`src/rtl/agg_rx_deframer_pkg.sv`:
```
package agg_rx_deframer_pkg;

    localparam int HDR_BYTES = 3;

    typedef enum logic [2:0] {
        ST_STATUS = 3'd0,
        ST_LEN_LO = 3'd1,
        ST_LEN_HI = 3'd2,
        ST_BODY   = 3'd3,
        ST_FCS    = 3'd4,
        ST_FLUSH  = 3'd5
    } phase_e;

    typedef enum logic [1:0] {
        ERR_RUNT   = 2'd0,
        ERR_STATUS = 2'd1,
        ERR_LENGTH = 2'd2,
        ERR_TRUNC  = 2'd3
    } fault_e;

endpackage

```
`src/rtl/agg_rx_hdr_check.sv`:
```
module agg_rx_hdr_check #(
    parameter int          MAX_PAYLOAD = 1514,
    parameter int          FCS_BYTES   = 4,
    parameter logic [7:0]  GOOD_STATUS = 8'h40,
    parameter int          PAY_W       = 11
) (
    input  logic [7:0]       status_byte,
    input  logic [7:0]       len_lo,
    input  logic [7:0]       len_hi,
    output logic             status_ok,
    output logic             len_ok,
    output logic [PAY_W-1:0] pay_len
);
    localparam logic [16:0] LO_LIM = 17'(FCS_BYTES + 1);
    localparam logic [16:0] HI_LIM = 17'(MAX_PAYLOAD + FCS_BYTES);
    localparam logic [16:0] FCS_V  = 17'(FCS_BYTES);

    logic [16:0] field;

    always_comb begin
        field     = {1'b0, len_hi, len_lo};
        status_ok = (status_byte == GOOD_STATUS);
        len_ok    = (field >= LO_LIM) && (field <= HI_LIM);
        pay_len   = PAY_W'(field - FCS_V);
    end
endmodule

```
`src/rtl/agg_rx_xfer_count.sv`:
```
module agg_rx_xfer_count #(
    parameter int OVERHEAD = 7
) (
    input  logic clk,
    input  logic rst_n,
    input  logic take,
    input  logic end_mark,
    output logic runt_now
);
    localparam int              CNT_W = (OVERHEAD > 2) ? $clog2(OVERHEAD) : 1;
    localparam logic [CNT_W-1:0] SAT  = CNT_W'(OVERHEAD - 1);

    logic [CNT_W-1:0] cnt_d, cnt_q;

    always_comb begin
        cnt_d = cnt_q;
        if (take) begin
            if (end_mark)
                cnt_d = '0;
            else if (cnt_q != SAT)
                cnt_d = cnt_q + CNT_W'(1);
        end
        // bytes before this one fewer than OVERHEAD-1 -> total below OVERHEAD
        runt_now = (cnt_q < SAT);
    end

    always_ff @(posedge clk or negedge rst_n) begin
        if (!rst_n) cnt_q <= '0;
        else        cnt_q <= cnt_d;
    end
endmodule

```
`src/rtl/agg_rx_deframer.sv`:
```
module agg_rx_deframer
    import agg_rx_deframer_pkg::*;
#(
    parameter int         MAX_PAYLOAD = 1514,
    parameter int         FCS_BYTES   = 4,
    parameter logic [7:0] GOOD_STATUS = 8'h40
) (
    input  logic       clk,
    input  logic       rst_n,
    input  logic       in_valid,
    output logic       in_ready,
    input  logic [7:0] in_data,
    input  logic       in_last,
    output logic       m_tvalid,
    input  logic       m_tready,
    output logic [7:0] m_tdata,
    output logic       m_tlast,
    output logic       err_valid,
    output logic [1:0] err_code
);
    localparam int OVERHEAD = HDR_BYTES + FCS_BYTES;
    localparam int PAY_W    = $clog2(MAX_PAYLOAD + 1);
    localparam int FCS_W    = $clog2(FCS_BYTES + 1);

    typedef struct packed {
        phase_e           phase;
        logic [7:0]       len_lo;
        logic [PAY_W-1:0] body_left;
        logic [FCS_W-1:0] fcs_left;
        logic             err_v;
        fault_e           err_code;
    } ctl_t;

    ctl_t d, q;

    logic             status_ok;
    logic             len_ok;
    logic [PAY_W-1:0] pay_len;
    logic             runt_now;
    logic             take;
    logic             in_body;
    fault_e           short_code;

    agg_rx_hdr_check #(
        .MAX_PAYLOAD (MAX_PAYLOAD),
        .FCS_BYTES   (FCS_BYTES),
        .GOOD_STATUS (GOOD_STATUS),
        .PAY_W       (PAY_W)
    ) u_hdr (
        .status_byte (in_data),
        .len_lo      (q.len_lo),
        .len_hi      (in_data),
        .status_ok   (status_ok),
        .len_ok      (len_ok),
        .pay_len     (pay_len)
    );

    agg_rx_xfer_count #(
        .OVERHEAD (OVERHEAD)
    ) u_cnt (
        .clk      (clk),
        .rst_n    (rst_n),
        .take     (take),
        .end_mark (in_last),
        .runt_now (runt_now)
    );

    always_comb begin
        in_body    = (q.phase == ST_BODY);
        in_ready   = in_body ? m_tready : 1'b1;
        take       = in_valid && in_ready;
        m_tvalid   = in_body && in_valid;
        m_tdata    = in_data;
        m_tlast    = m_tvalid && ((q.body_left == PAY_W'(1)) || in_last);
        err_valid  = q.err_v;
        err_code   = q.err_code;
        short_code = runt_now ? ERR_RUNT : ERR_TRUNC;
    end

    always_comb begin
        d       = q;
        d.err_v = 1'b0;
        if (take) begin
            case (q.phase)
                ST_STATUS: begin
                    if (!status_ok) begin
                        d.err_v    = 1'b1;
                        d.err_code = ERR_STATUS;
                        d.phase    = in_last ? ST_STATUS : ST_FLUSH;
                    end else if (in_last) begin
                        d.err_v    = 1'b1;
                        d.err_code = short_code;
                        d.phase    = ST_STATUS;
                    end else begin
                        d.phase    = ST_LEN_LO;
                    end
                end
                ST_LEN_LO: begin
                    d.len_lo = in_data;
                    if (in_last) begin
                        d.err_v    = 1'b1;
                        d.err_code = short_code;
                        d.phase    = ST_STATUS;
                    end else begin
                        d.phase    = ST_LEN_HI;
                    end
                end
                ST_LEN_HI: begin
                    if (!len_ok) begin
                        d.err_v    = 1'b1;
                        d.err_code = ERR_LENGTH;
                        d.phase    = in_last ? ST_STATUS : ST_FLUSH;
                    end else if (in_last) begin
                        d.err_v    = 1'b1;
                        d.err_code = short_code;
                        d.phase    = ST_STATUS;
                    end else begin
                        d.body_left = pay_len;
                        d.phase     = ST_BODY;
                    end
                end
                ST_BODY: begin
                    d.body_left = q.body_left - PAY_W'(1);
                    if (in_last) begin
                        d.err_v    = 1'b1;
                        d.err_code = short_code;
                        d.phase    = ST_STATUS;
                    end else if (q.body_left == PAY_W'(1)) begin
                        d.fcs_left = FCS_W'(FCS_BYTES);
                        d.phase    = ST_FCS;
                    end
                end
                ST_FCS: begin
                    d.fcs_left = q.fcs_left - FCS_W'(1);
                    if (q.fcs_left == FCS_W'(1)) begin
                        d.phase    = ST_STATUS;
                    end else if (in_last) begin
                        d.err_v    = 1'b1;
                        d.err_code = short_code;
                        d.phase    = ST_STATUS;
                    end
                end
                ST_FLUSH: begin
                    if (in_last) d.phase = ST_STATUS;
                end
                default: d.phase = ST_STATUS;
            endcase
        end
    end

    always_ff @(posedge clk or negedge rst_n) begin
        if (!rst_n) q <= '0;
        else        q <= d;
    end
endmodule

```
`config.mk`:
```
export PLATFORM = sky130hd
export DESIGN_NAME = agg_rx_deframer
export DESIGN_NICKNAME = d
export VERILOG_FILES = /design/src/rtl/agg_rx_deframer_pkg.sv /design/src/rtl/agg_rx_hdr_check.sv /design/src/rtl/agg_rx_xfer_count.sv /design/src/rtl/agg_rx_deframer.sv
export SDC_FILE = /design/constraint.sdc
export NUM_CORES = 1
export LEC_CHECK = 0
export ABC_AREA = 1
export BUFFER_PORTS_ARGS = -buffer_cell sky130_fd_sc_hd__buf_2
export CAP_MARGIN = 25
export CORE_MARGIN = 1
export CORE_UTILIZATION = 50
export CTS_BUF_LIST = sky130_fd_sc_hd__clkbuf_4
export DETAILED_ROUTE_END_ITERATION = 16
export PLACE_DENSITY = 0.73
export SYNTH_ARGS = -nofsm -noshare
export SYNTH_HDL_FRONTEND = slang
export SYNTH_SLANG_ARGS = --single-unit
```
`constraint.sdc`:
```
create_clock -name clk -period 1.65 [get_ports clk]
set_clock_uncertainty 0.1 [all_clocks]
set_input_delay 0.0825 -clock clk [delete_from_list [all_inputs] [get_ports clk]]
set_output_delay 0.0825 -clock clk [all_outputs]
set_load 0.02 [all_outputs]
```
==> impl_results.html, run 1 <==
<table>
<tr><th>Metric</th><th>Value</th></tr>
<tr><th colspan="2">Cells and area</th></tr>
<tr><td>Number of fill cells</td><td>344</td></tr>
<tr><td>Diodes inserted</td><td>0</td></tr>
<tr><td>Layout net count</td><td>413</td></tr>
<tr><td>Most frequent cells in the layout</td><td>sky130_fd_sc_hd__nand2_1, sky130_fd_sc_hd__buf_4, sky130_fd_sc_hd__nand2_2, sky130_fd_sc_hd__dfrtp_1, sky130_fd_sc_hd__inv_1</td></tr>
<tr><td>Layout area overhead</td><td>31.7%</td></tr>
<tr><td>Fraction of layout instances using a drive strength above 1</td><td>39.8%</td></tr>
<tr><td>Most common library cell in the layout ignoring fill and taps</td><td>sky130_fd_sc_hd__nand2_1</td></tr>
<tr><td>Final non-filler cell area</td><td>3160 µm²</td></tr>
<tr><td>Count of placed standard cells in the final layout, fillers left out</td><td>444</td></tr>
<tr><th colspan="2">Power</th></tr>
<tr><td>Power after layout</td><td>4.64 mW</td></tr>
<tr><td>Leakage</td><td>1.58 nW</td></tr>
<tr><td>Sequential share of power</td><td>28.8%</td></tr>
<tr><td>Maximum vdd drop</td><td>0.862 mV</td></tr>
<tr><td>Internal portion of total power</td><td>2.51 mW</td></tr>
<tr><td>Sw Ratio</td><td>45.9%</td></tr>
<tr><td>Share of power burned in combinational logic</td><td>58.2%</td></tr>
<tr><td>Clock group share of total power</td><td>13.1%</td></tr>
<tr><td>Psw</td><td>2.13 mW</td></tr>
<tr><td>Power Density</td><td>1470 nW/µm²</td></tr>
<tr><th colspan="2">Route</th></tr>
<tr><td>DRC violations left</td><td>0</td></tr>
<tr><td>First DRT Iteration DRCs</td><td>207</td></tr>
<tr><td>First-pass detailed-route iteration total</td><td>4</td></tr>
<tr><td>WL final</td><td>6.16 mm</td></tr>
<tr><td>Antenna viol nets, final</td><td>0</td></tr>
<tr><td>Post-DR wirelength/cell</td><td>13.9 µm</td></tr>
<tr><td>Vias post-DR</td><td>2305</td></tr>
<tr><td>Number of vias per cell after detailed routing</td><td>5.19</td></tr>
<tr><th colspan="2">GRT</th></tr>
<tr><td>Global Route met2 Usage</td><td>43.7%</td></tr>
<tr><td>GRT overflow</td><td>0</td></tr>
<tr><td>Global-route wire length before repair</td><td>10.2 mm</td></tr>
<tr><td>Pin count of the biggest net entering global routing</td><td>32</td></tr>
<tr><td>Met3 routing resource usage after global routing</td><td>5.06%</td></tr>
<tr><td>GRT met1 Usage</td><td>33.0%</td></tr>
<tr><td>Number of antenna violations at the first check in global routing</td><td>0</td></tr>
<tr><td>Via count of the first global-routing pass</td><td>2255</td></tr>
<tr><td>Overall global routing resource usage</td><td>26.0%</td></tr>
<tr><td>Gr busiest metal</td><td>met2</td></tr>
<tr><th colspan="2">Clock network</th></tr>
<tr><td>Cts bufs inserted</td><td>5</td></tr>
<tr><td>Clock tree root driver cell</td><td>sky130_fd_sc_hd__clkbuf_4</td></tr>
<tr><td>CTS Sinks</td><td>31</td></tr>
<tr><td>Clock-pin slew reported for the worst setup and hold paths after clock tree synthesis</td><td>0.10 ns</td></tr>
<tr><td>Number of buffers on the longest clock path</td><td>2</td></tr>
<tr><td>Clock insertion delay at the later pin of the skew report</td><td>0.36 ns</td></tr>
<tr><td>CTS H-Tree Depth</td><td>2</td></tr>
<tr><td>Clock tree from TritonCTS</td><td>done</td></tr>
<tr><th colspan="2">Run status</th></tr>
<tr><td>Failing checks</td><td>negative setup slack</td></tr>
<tr><td>Result of the run</td><td>finished with violations</td></tr>
<tr><th colspan="2">Synth</th></tr>
<tr><td>Sequential share of the synthesized area</td><td>32.3%</td></tr>
<tr><td>Netlist area before placement</td><td>2400 µm²</td></tr>
<tr><td>Synthesized Nets</td><td>347</td></tr>
<tr><td>Cell count after synthesis</td><td>325</td></tr>
<tr><td>Average footprint of a synthesized cell</td><td>7.38 µm²</td></tr>
<tr><td>Top flip-flop cell by instance count after synthesis</td><td>sky130_fd_sc_hd__dfrtp_1</td></tr>
<tr><td>Number of warning messages in the yosys log</td><td>0</td></tr>
<tr><td>Async SR Flop Fraction</td><td>100%</td></tr>
<tr><td>Post-synth EDFFs</td><td>0</td></tr>
<tr><td>Count of different cell masters after synthesis</td><td>38</td></tr>
<tr><td>Synth Register Bits</td><td>31</td></tr>
<tr><th colspan="2">STA</th></tr>
<tr><td>Final hold violation count</td><td>0</td></tr>
<tr><td>RSZ-0062 raised after global routing</td><td>true</td></tr>
<tr><td>Setup WS post-layout</td><td>-0.280 ns</td></tr>
<tr><td>Shortest clock period the worst path allows after layout</td><td>1.93 ns</td></tr>
<tr><td>Final cycle utilization of the critical path</td><td>117%</td></tr>
<tr><td>Worst slew margin relative to its limit</td><td>52.6%</td></tr>
<tr><td>Worst Max-Slew Pin Slew</td><td>0.711 ns</td></tr>
<tr><td>Total of endpoints with negative setup slack in the final report</td><td>13</td></tr>
<tr><td>Final max-slew violation count</td><td>0</td></tr>
<tr><td>Peak clock frequency supported by timing</td><td>0.518 GHz</td></tr>
<tr><th colspan="2">Critical path</th></tr>
<tr><td>Internal reg-to-reg setup slack</td><td>-0.09 ns</td></tr>
<tr><td>Data arrival time at the worst-slack endpoint</td><td>1.75 ns</td></tr>
<tr><td>Startpoint types</td><td>register</td></tr>
<tr><td>Kind of end point of the critical path</td><td>output pin</td></tr>
<tr><td>Crit path max fanout</td><td>2</td></tr>
<tr><td>Data required time of the worst path</td><td>1.47 ns</td></tr>
<tr><td>Classification of the worst setup path</td><td>register to output pin</td></tr>
<tr><th colspan="2">Floorplan</th></tr>
<tr><td>Number of placement rows</td><td>24</td></tr>
<tr><td>Number of top-level pins</td><td>27</td></tr>
<tr><td>Horizontal extent of the die</td><td>71.3 µm</td></tr>
<tr><td>Core Box Area</td><td>4470 µm²</td></tr>
<tr><td>Die ar.</td><td>5080 µm²</td></tr>
<tr><td>Effective utilization at floorplan</td><td>53.6%</td></tr>
<tr><td>Overall die height</td><td>71.3 µm</td></tr>
<tr><th colspan="2">Placed design</th></tr>
<tr><td>Worst setup timing slack at the placement stage</td><td>-0.0416 ns</td></tr>
<tr><td>Placed Cells</td><td>411</td></tr>
<tr><td>Total half-perimeter wirelength after legalization and detailed placement</td><td>4.09 mm</td></tr>
<tr><td>Count of buffers inserted at the top-level ports</td><td>26</td></tr>
<tr><td>Post-place instance area</td><td>2630 µm²</td></tr>
<tr><td>Final RePlAce weighted congestion</td><td>0.925</td></tr>
<tr><th colspan="2">Worst hold path</th></tr>
<tr><td>Path type of the worst min-delay path</td><td>input port to register</td></tr>
<tr><th colspan="2">Job</th></tr>
<tr><td>Max-cap viol count</td><td>0</td></tr>
</table>
==> cells in the mapped netlist (2+ instances only) <==
| cell | number | area [µm²] |
|---|---|---|
| sky130_fd_sc_hd__nor3_2 | 2 | 20.0 |
| sky130_fd_sc_hd__buf_4 | 10 | 75.1 |
| sky130_fd_sc_hd__o21ai_0 | 19 | 95.1 |
| sky130_fd_sc_hd__nor2_1 | 28 | 105 |
| sky130_fd_sc_hd__o31ai_1 | 2 | 15.0 |
| sky130_fd_sc_hd__nand2_2 | 24 | 150 |
| sky130_fd_sc_hd__nand2_4 | 5 | 56.3 |
| sky130_fd_sc_hd__a21oi_1 | 11 | 55.1 |
| sky130_fd_sc_hd__nand2_1 | 73 | 274 |
| sky130_fd_sc_hd__ha_1 | 9 | 113 |
| sky130_fd_sc_hd__buf_6 | 4 | 45.0 |
| sky130_fd_sc_hd__inv_4 | 2 | 12.5 |
| sky130_fd_sc_hd__inv_2 | 8 | 30.0 |
| sky130_fd_sc_hd__nand3_1 | 29 | 145 |
| sky130_fd_sc_hd__xor2_1 | 5 | 43.8 |
| sky130_fd_sc_hd__a31oi_1 | 2 | 12.5 |
| sky130_fd_sc_hd__nand4_1 | 6 | 37.5 |
| sky130_fd_sc_hd__dfrtp_1 | 31 | 776 |
| sky130_fd_sc_hd__nor3_1 | 2 | 10.0 |
| sky130_fd_sc_hd__mux2_2 | 2 | 22.5 |
| sky130_fd_sc_hd__o21ai_1 | 2 | 10.0 |
| sky130_fd_sc_hd__nor2_2 | 6 | 37.5 |
| sky130_fd_sc_hd__inv_1 | 28 | 105 |
==> state kept, by name (all words and copies together), names as in the netlist <==
register and flops:
q 25, u_cnt.cnt_q 3, err_code 2, err_valid 1
==> through the flow <==
stage / hold slack [ns] / util (%) / TNS [ns]
global placement: 0.0769 / 58.9 / 0
global route: 0.0672 / 70.6 / -2.96
floorplan: -0.313 / - / 0
finish: 0.0326 / 70.6 / -0.983
detailed placement: 0.0754 / 58.9 / -0.179
CTS: 0.0210 / 67.0 / -0.582
==> path summary, 6_finish.rpt <==
path | startpoint | end | depth (start not counted)
worst max register to register | q[19]$_DFFE_PN0P_ | q[7]$_DFFE_PN0P_ | 11
worst max-delay path | q[14]$_DFFE_PN0P_ | m_tlast | 5
max in group asynchronous | rst_n | q[26]$_DFFE_PN0P_ | 2
worst min-delay path | in_data[1] | q[18]$_DFFE_PN0P_ | 3
worst min register to register | q[4]$_DFFE_PN0P_ | q[4]$_DFFE_PN0P_ | 2
min in group asynchronous | rst_n | q[13]$_DFFE_PN0P_ | 2
==> cell type report <==
type	instances	area (µm²)	area share, %
well taps	52	65.1	2.06
flip-flops and latches	31	778	24.6
clock buffers	5	37.5	1.19
clock inverters	3	38.8	1.23
repair buffers	74	566	17.9
multi-input cells	241	1510	47.9
inverters	38	160	5.07
==> power groups by stage <==
stage	combinational, mW	clock (mW)	sequential [mW]
after floorplan	1.62	0	1.34
after global placement	2.24	0	1.33
after detailed placement	2.29	0	1.34
after CTS	2.49	0.608	1.32
after global routing	3.05	0.640	1.38
final	2.70	0.607	1.34
==> kinds of logic (layout without fill, tap and decap cells) <==
group                    Yosys count  in the layout  synth area share (%)
multiplexers                       2              2                 0.939
AO/OA/AOI/OAI                     42             42                  9.81
AND/OR/NAND/NOR                  182            183                  38.2
adder cells (fa/ha/maj)            9              9                  4.69
flip-flops                        31             31                  32.3
buffers and inverters             54            120                  12.2
XOR/XNOR                           5              5                  1.83
==> per-layer routing <==
metal | wire [µm] | vias up
li1 | - | 1161
met1 | 2690 | 1056
met2 | 3000 | 71
met3 | 285 | 17
met4 | 186 | 0
met5 | 0 | -
==> repair_timing <==
| action | in CTS | in global routing |
|---|---|---|
| resized for setup | 26 | 29 |
| endpoints found under the setup margin | 13 | 23 |
| setup buffers | 7 | 7 |
| hold buffers | 10 | 0 |
| hold endpoints to repair | 40 | 0 |
| pin swaps | 19 | 12 |
| cloned | 1 | 0 |
==> worst max-delay path, stage by stage, from the launching register on <==
cell	delay [ns]
sky130_fd_sc_hd__dfrtp_1	0.40
sky130_fd_sc_hd__nor3_1	0.28
sky130_fd_sc_hd__nand4_1	0.19
sky130_fd_sc_hd__buf_4	0.19
sky130_fd_sc_hd__a21boi_2	0.17
sky130_fd_sc_hd__buf_4	0.17
No activity file was read; power rests on OpenSTA's default activity.
==> run 2, diff against run 1 <==
--- a/config.mk
+++ b/config.mk
@@ -5,7 +5,6 @@
 export SDC_FILE = /design/constraint.sdc
 export NUM_CORES = 1
 export LEC_CHECK = 0
-export ABC_AREA = 1
 export BUFFER_PORTS_ARGS = -buffer_cell sky130_fd_sc_hd__buf_2
 export CAP_MARGIN = 25
 export CORE_MARGIN = 1
==> impl_results.html, run 2 <==
<table>
<tr><th>Metric</th><th>Value</th></tr>
<tr><th colspan="2">STA</th></tr>
<tr><td>Total of endpoints with negative setup slack in the final report</td><td>26</td></tr>
<tr><td>Peak clock frequency supported by timing</td><td>0.485 GHz</td></tr>
<tr><td>Worst slew margin relative to its limit</td><td>51.4%</td></tr>
<tr><td>Final cycle utilization of the critical path</td><td>125%</td></tr>
<tr><td>Final Hold Slack</td><td>0.00525 ns</td></tr>
<tr><td>Final hold violation count</td><td>0</td></tr>
<tr><td>Shortest clock period the worst path allows after layout</td><td>2.06 ns</td></tr>
<tr><td>RSZ-0062 raised after global routing</td><td>true</td></tr>
<tr><td>Worst Max-Slew Pin Slew</td><td>0.729 ns</td></tr>
<tr><td>Final max-slew violation count</td><td>0</td></tr>
<tr><td>Setup WS post-layout</td><td>-0.410 ns</td></tr>
<tr><th colspan="2">Synth</th></tr>
<tr><td>Cell count after synthesis</td><td>242</td></tr>
<tr><td>Async SR Flop Fraction</td><td>100%</td></tr>
<tr><td>Most repeated cell in the gate-level netlist after synthesis</td><td>sky130_fd_sc_hd__dfrtp_1</td></tr>
<tr><td>Fraction of the mapped netlist area in simple logic gates</td><td>21.4%</td></tr>
<tr><td>Biggest area contributors in the synthesized netlist</td><td>sky130_fd_sc_hd__dfrtp_1, sky130_fd_sc_hd__ha_1, sky130_fd_sc_hd__o21ai_0</td></tr>
<tr><td>Most common library cells after synthesis</td><td>sky130_fd_sc_hd__dfrtp_1, sky130_fd_sc_hd__nand2_1, sky130_fd_sc_hd__o21ai_0</td></tr>
<tr><td>Average footprint of a synthesized cell</td><td>8.91 µm²</td></tr>
<tr><td>Xor-xnor portion of the synthesized cell area</td><td>2.84%</td></tr>
<tr><td>Share of synthesized cell area in full adder, half adder and majority cells</td><td>5.22%</td></tr>
<tr><td>Largest family of logic cells by synthesized area</td><td>compound AO/OA/AOI/OAI gates</td></tr>
<tr><td>Synth Register Bits</td><td>31</td></tr>
<tr><td>Post-synthesis compound-gate area fraction</td><td>23.2%</td></tr>
<tr><td>Synthesized Nets</td><td>264</td></tr>
<tr><td>Post-synth EDFFs</td><td>0</td></tr>
<tr><td>Mux contribution to synthesized area</td><td>4.35%</td></tr>
<tr><td>Area share of the largest cell type after synthesis</td><td>36.0%</td></tr>
<tr><td>Top flip-flop cell by instance count after synthesis</td><td>sky130_fd_sc_hd__dfrtp_1</td></tr>
<tr><td>Number of warning messages in the yosys log</td><td>0</td></tr>
<tr><td>Sequential share of the synthesized area</td><td>36.0%</td></tr>
<tr><td>Count of different cell masters after synthesis</td><td>58</td></tr>
<tr><td>Netlist area before placement</td><td>2160 µm²</td></tr>
<tr><td>Cell type with the largest total area after synthesis</td><td>sky130_fd_sc_hd__dfrtp_1</td></tr>
<tr><th colspan="2">Route</th></tr>
<tr><td>Antenna viol nets, final</td><td>0</td></tr>
<tr><td>WL final</td><td>9.15 mm</td></tr>
<tr><td>First DRT Iteration DRCs</td><td>437</td></tr>
<tr><td>Post-DR wirelength/cell</td><td>22.9 µm</td></tr>
<tr><td>Number of vias per cell after detailed routing</td><td>6.83</td></tr>
<tr><td>First-pass detailed-route iteration total</td><td>6</td></tr>
<tr><td>Vias post-DR</td><td>2724</td></tr>
<tr><td>DRC violations left</td><td>0</td></tr>
<tr><th colspan="2">GRT</th></tr>
<tr><td>GRT overflow</td><td>0</td></tr>
<tr><td>Global-route wire length before repair</td><td>10.9 mm</td></tr>
<tr><td>Overall global routing resource usage</td><td>32.9%</td></tr>
<tr><td>Via count of the first global-routing pass</td><td>2318</td></tr>
<tr><td>Pin count of the biggest net entering global routing</td><td>32</td></tr>
<tr><td>Number of antenna violations at the first check in global routing</td><td>0</td></tr>
<tr><th colspan="2">Cells and area</th></tr>
<tr><td>Count of placed standard cells in the final layout, fillers left out</td><td>399</td></tr>
<tr><td>Layout net count</td><td>370</td></tr>
<tr><td>Fraction of layout instances using a drive strength above 1</td><td>50.7%</td></tr>
<tr><td>Layout area overhead</td><td>54.3%</td></tr>
<tr><td>Most common library cell in the layout ignoring fill and taps</td><td>sky130_fd_sc_hd__buf_4</td></tr>
<tr><td>Number of flip-flops under the largest register name</td><td>25</td></tr>
<tr><td>Register bank with the most flops</td><td>q</td></tr>
<tr><td>Diodes inserted</td><td>0</td></tr>
<tr><td>Most frequent cells in the layout</td><td>sky130_fd_sc_hd__buf_4, sky130_fd_sc_hd__dfrtp_1, sky130_fd_sc_hd__buf_2, sky130_fd_sc_hd__nand2_1</td></tr>
<tr><th colspan="2">Clock network</th></tr>
<tr><td>Clock-pin slew reported for the worst setup and hold paths after clock tree synthesis</td><td>0.14 ns</td></tr>
<tr><td>Number of buffers on the longest clock path</td><td>2</td></tr>
<tr><td>CTS Sinks</td><td>31</td></tr>
<tr><td>Clock insertion delay at the later pin of the skew report</td><td>0.37 ns</td></tr>
<tr><td>Clock tree root driver cell</td><td>sky130_fd_sc_hd__clkbuf_4</td></tr>
<tr><td>Clock tree from TritonCTS</td><td>done</td></tr>
<tr><td>Cts bufs inserted</td><td>5</td></tr>
<tr><td>CTS H-Tree Depth</td><td>2</td></tr>
<tr><th colspan="2">Placed design</th></tr>
<tr><td>Worst setup timing slack at the placement stage</td><td>-0.306 ns</td></tr>
<tr><td>Total half-perimeter wirelength after legalization and detailed placement</td><td>4.53 mm</td></tr>
<tr><td>Placed Cells</td><td>365</td></tr>
<tr><td>Count of buffers inserted at the top-level ports</td><td>26</td></tr>
<tr><td>Final RePlAce weighted congestion</td><td>0.921</td></tr>
<tr><th colspan="2">Power</th></tr>
<tr><td>Sw Ratio</td><td>45.9%</td></tr>
<tr><td>Psw</td><td>2.76 mW</td></tr>
<tr><td>Maximum vdd drop</td><td>1.33 mV</td></tr>
<tr><td>Power Density</td><td>1810 nW/µm²</td></tr>
<tr><td>Leakage</td><td>1.52 nW</td></tr>
<tr><td>Share of power burned in combinational logic</td><td>66.6%</td></tr>
<tr><td>Internal portion of total power</td><td>3.26 mW</td></tr>
<tr><td>Power after layout</td><td>6.01 mW</td></tr>
<tr><td>Sequential share of power</td><td>25.0%</td></tr>
<tr><td>Clock group share of total power</td><td>8.3%</td></tr>
<tr><th colspan="2">Critical path</th></tr>
<tr><td>Data arrival time at the worst-slack endpoint</td><td>2.17 ns</td></tr>
<tr><td>Kind of end point of the critical path</td><td>register</td></tr>
<tr><td>Data required time of the worst path</td><td>1.76 ns</td></tr>
<tr><td>Classification of the worst setup path</td><td>register to register</td></tr>
<tr><td>Startpoint types</td><td>register</td></tr>
<tr><td>Crit path max fanout</td><td>3</td></tr>
<tr><th colspan="2">Worst hold path</th></tr>
<tr><td>Path type of the worst min-delay path</td><td>input port to register</td></tr>
<tr><th colspan="2">Floorplan</th></tr>
<tr><td>Overall die height</td><td>67.7 µm</td></tr>
<tr><td>Effective utilization at floorplan</td><td>53.2%</td></tr>
<tr><td>Number of top-level pins</td><td>27</td></tr>
<tr><td>Die ar.</td><td>4580 µm²</td></tr>
<tr><td>Horizontal extent of the die</td><td>67.7 µm</td></tr>
<tr><td>Core Box Area</td><td>4060 µm²</td></tr>
<tr><td>Number of placement rows</td><td>23</td></tr>
<tr><th colspan="2">Job</th></tr>
<tr><td>Max-cap viol count</td><td>0</td></tr>
<tr><th colspan="2">Run status</th></tr>
<tr><td>Result of the run</td><td>finished with violations</td></tr>
<tr><td>Failing checks</td><td>negative setup slack</td></tr>
</table>
[run 2: area by class of cell]
class,instances,area [µm²]
inverters,11,43.8
fillers,195,729
flip-flops and latches,31,779
well taps,50,62.6
multi-input cells,182,1500
repair buffers,117,881
clock inverters,1,5.00
clock buffers,7,52.6
[run 2: routing by layer]
metal  vias up  GRT usage, %  wire length (µm)
met5         -             0                 0
met4         0          17.8               809
met3        99          5.07              1140
met2       275          55.0              4080
met1      1245          40.1              3110
li1       1105             -                 -
[run 2: through the flow]
step                cell area, µm²  setup TNS, ns  util, %
global route                  3330          -7.26     82.0
floorplan                     2190          -1.67        -
finish                        3330          -5.98     82.0
global placement              2770          -3.21     68.1
detailed placement            2770          -4.41     68.1
CTS                           3140          -3.93     77.4
[run 2: path summary, 6_finish.rpt]
check | start | endpoint | slack, ns | depth (start not counted)
min | in_data[6] | q[23]$_DFFE_PN0P_ | 0.005 | 3
max reg2reg | q[25]$_DFFE_PN0P_ | err_code[1]$_DFFE_PN0P_ | -0.41 | 7
max in group asynchronous | rst_n | q[19]$_DFFE_PN0P_ | 0.72 | 2
min reg2reg | q[5]$_DFFE_PN0P_ | q[5]$_DFFE_PN0P_ | 0.38 | 1
min in group asynchronous | rst_n | u_cnt.cnt_q[0]$_DFFE_PN0P_ | 0.19 | 2
max | q[25]$_DFFE_PN0P_ | err_code[1]$_DFFE_PN0P_ | -0.41 | 7
[run 2: cell families after synthesis]
group           after synthesis
flops                        31
xor+xnor                      7
fa+ha+maj                     9
compound gates               74
mux                           8
simple gates                 84
buf+inv                      29
[run 2: critical path, cell delays in order (launching register included)]
cell and delay (ns):
sky130_fd_sc_hd__dfrtp_1 0.44, sky130_fd_sc_hd__buf_6 0.14, sky130_fd_sc_hd__or3_1 0.35, sky130_fd_sc_hd__a31oi_2 0.21
sky130_fd_sc_hd__buf_4 0.17, sky130_fd_sc_hd__nor2_1 0.05, sky130_fd_sc_hd__o21ai_0 0.30, sky130_fd_sc_hd__o221ai_2 0.15
[run 2: power by group through the flow]
stage,Clock (mW),Combinational (mW),Sequential [mW]
floorplan,0,1.57,1.41
global placement,0,2.73,1.41
detailed placement,0,2.81,1.43
CTS,0.470,3.24,1.43
global route,0.522,4.18,1.52
finish,0.502,4.01,1.51
[run 2: repair_timing]
action,CTS,global route
hold buffers,5,0
gates resized for setup,35,34
setup buffers,14,6
pin swaps,12,11
gates cloned,0,1
endpoints found under the hold margin,35,0
setup endpoints to repair,22,29
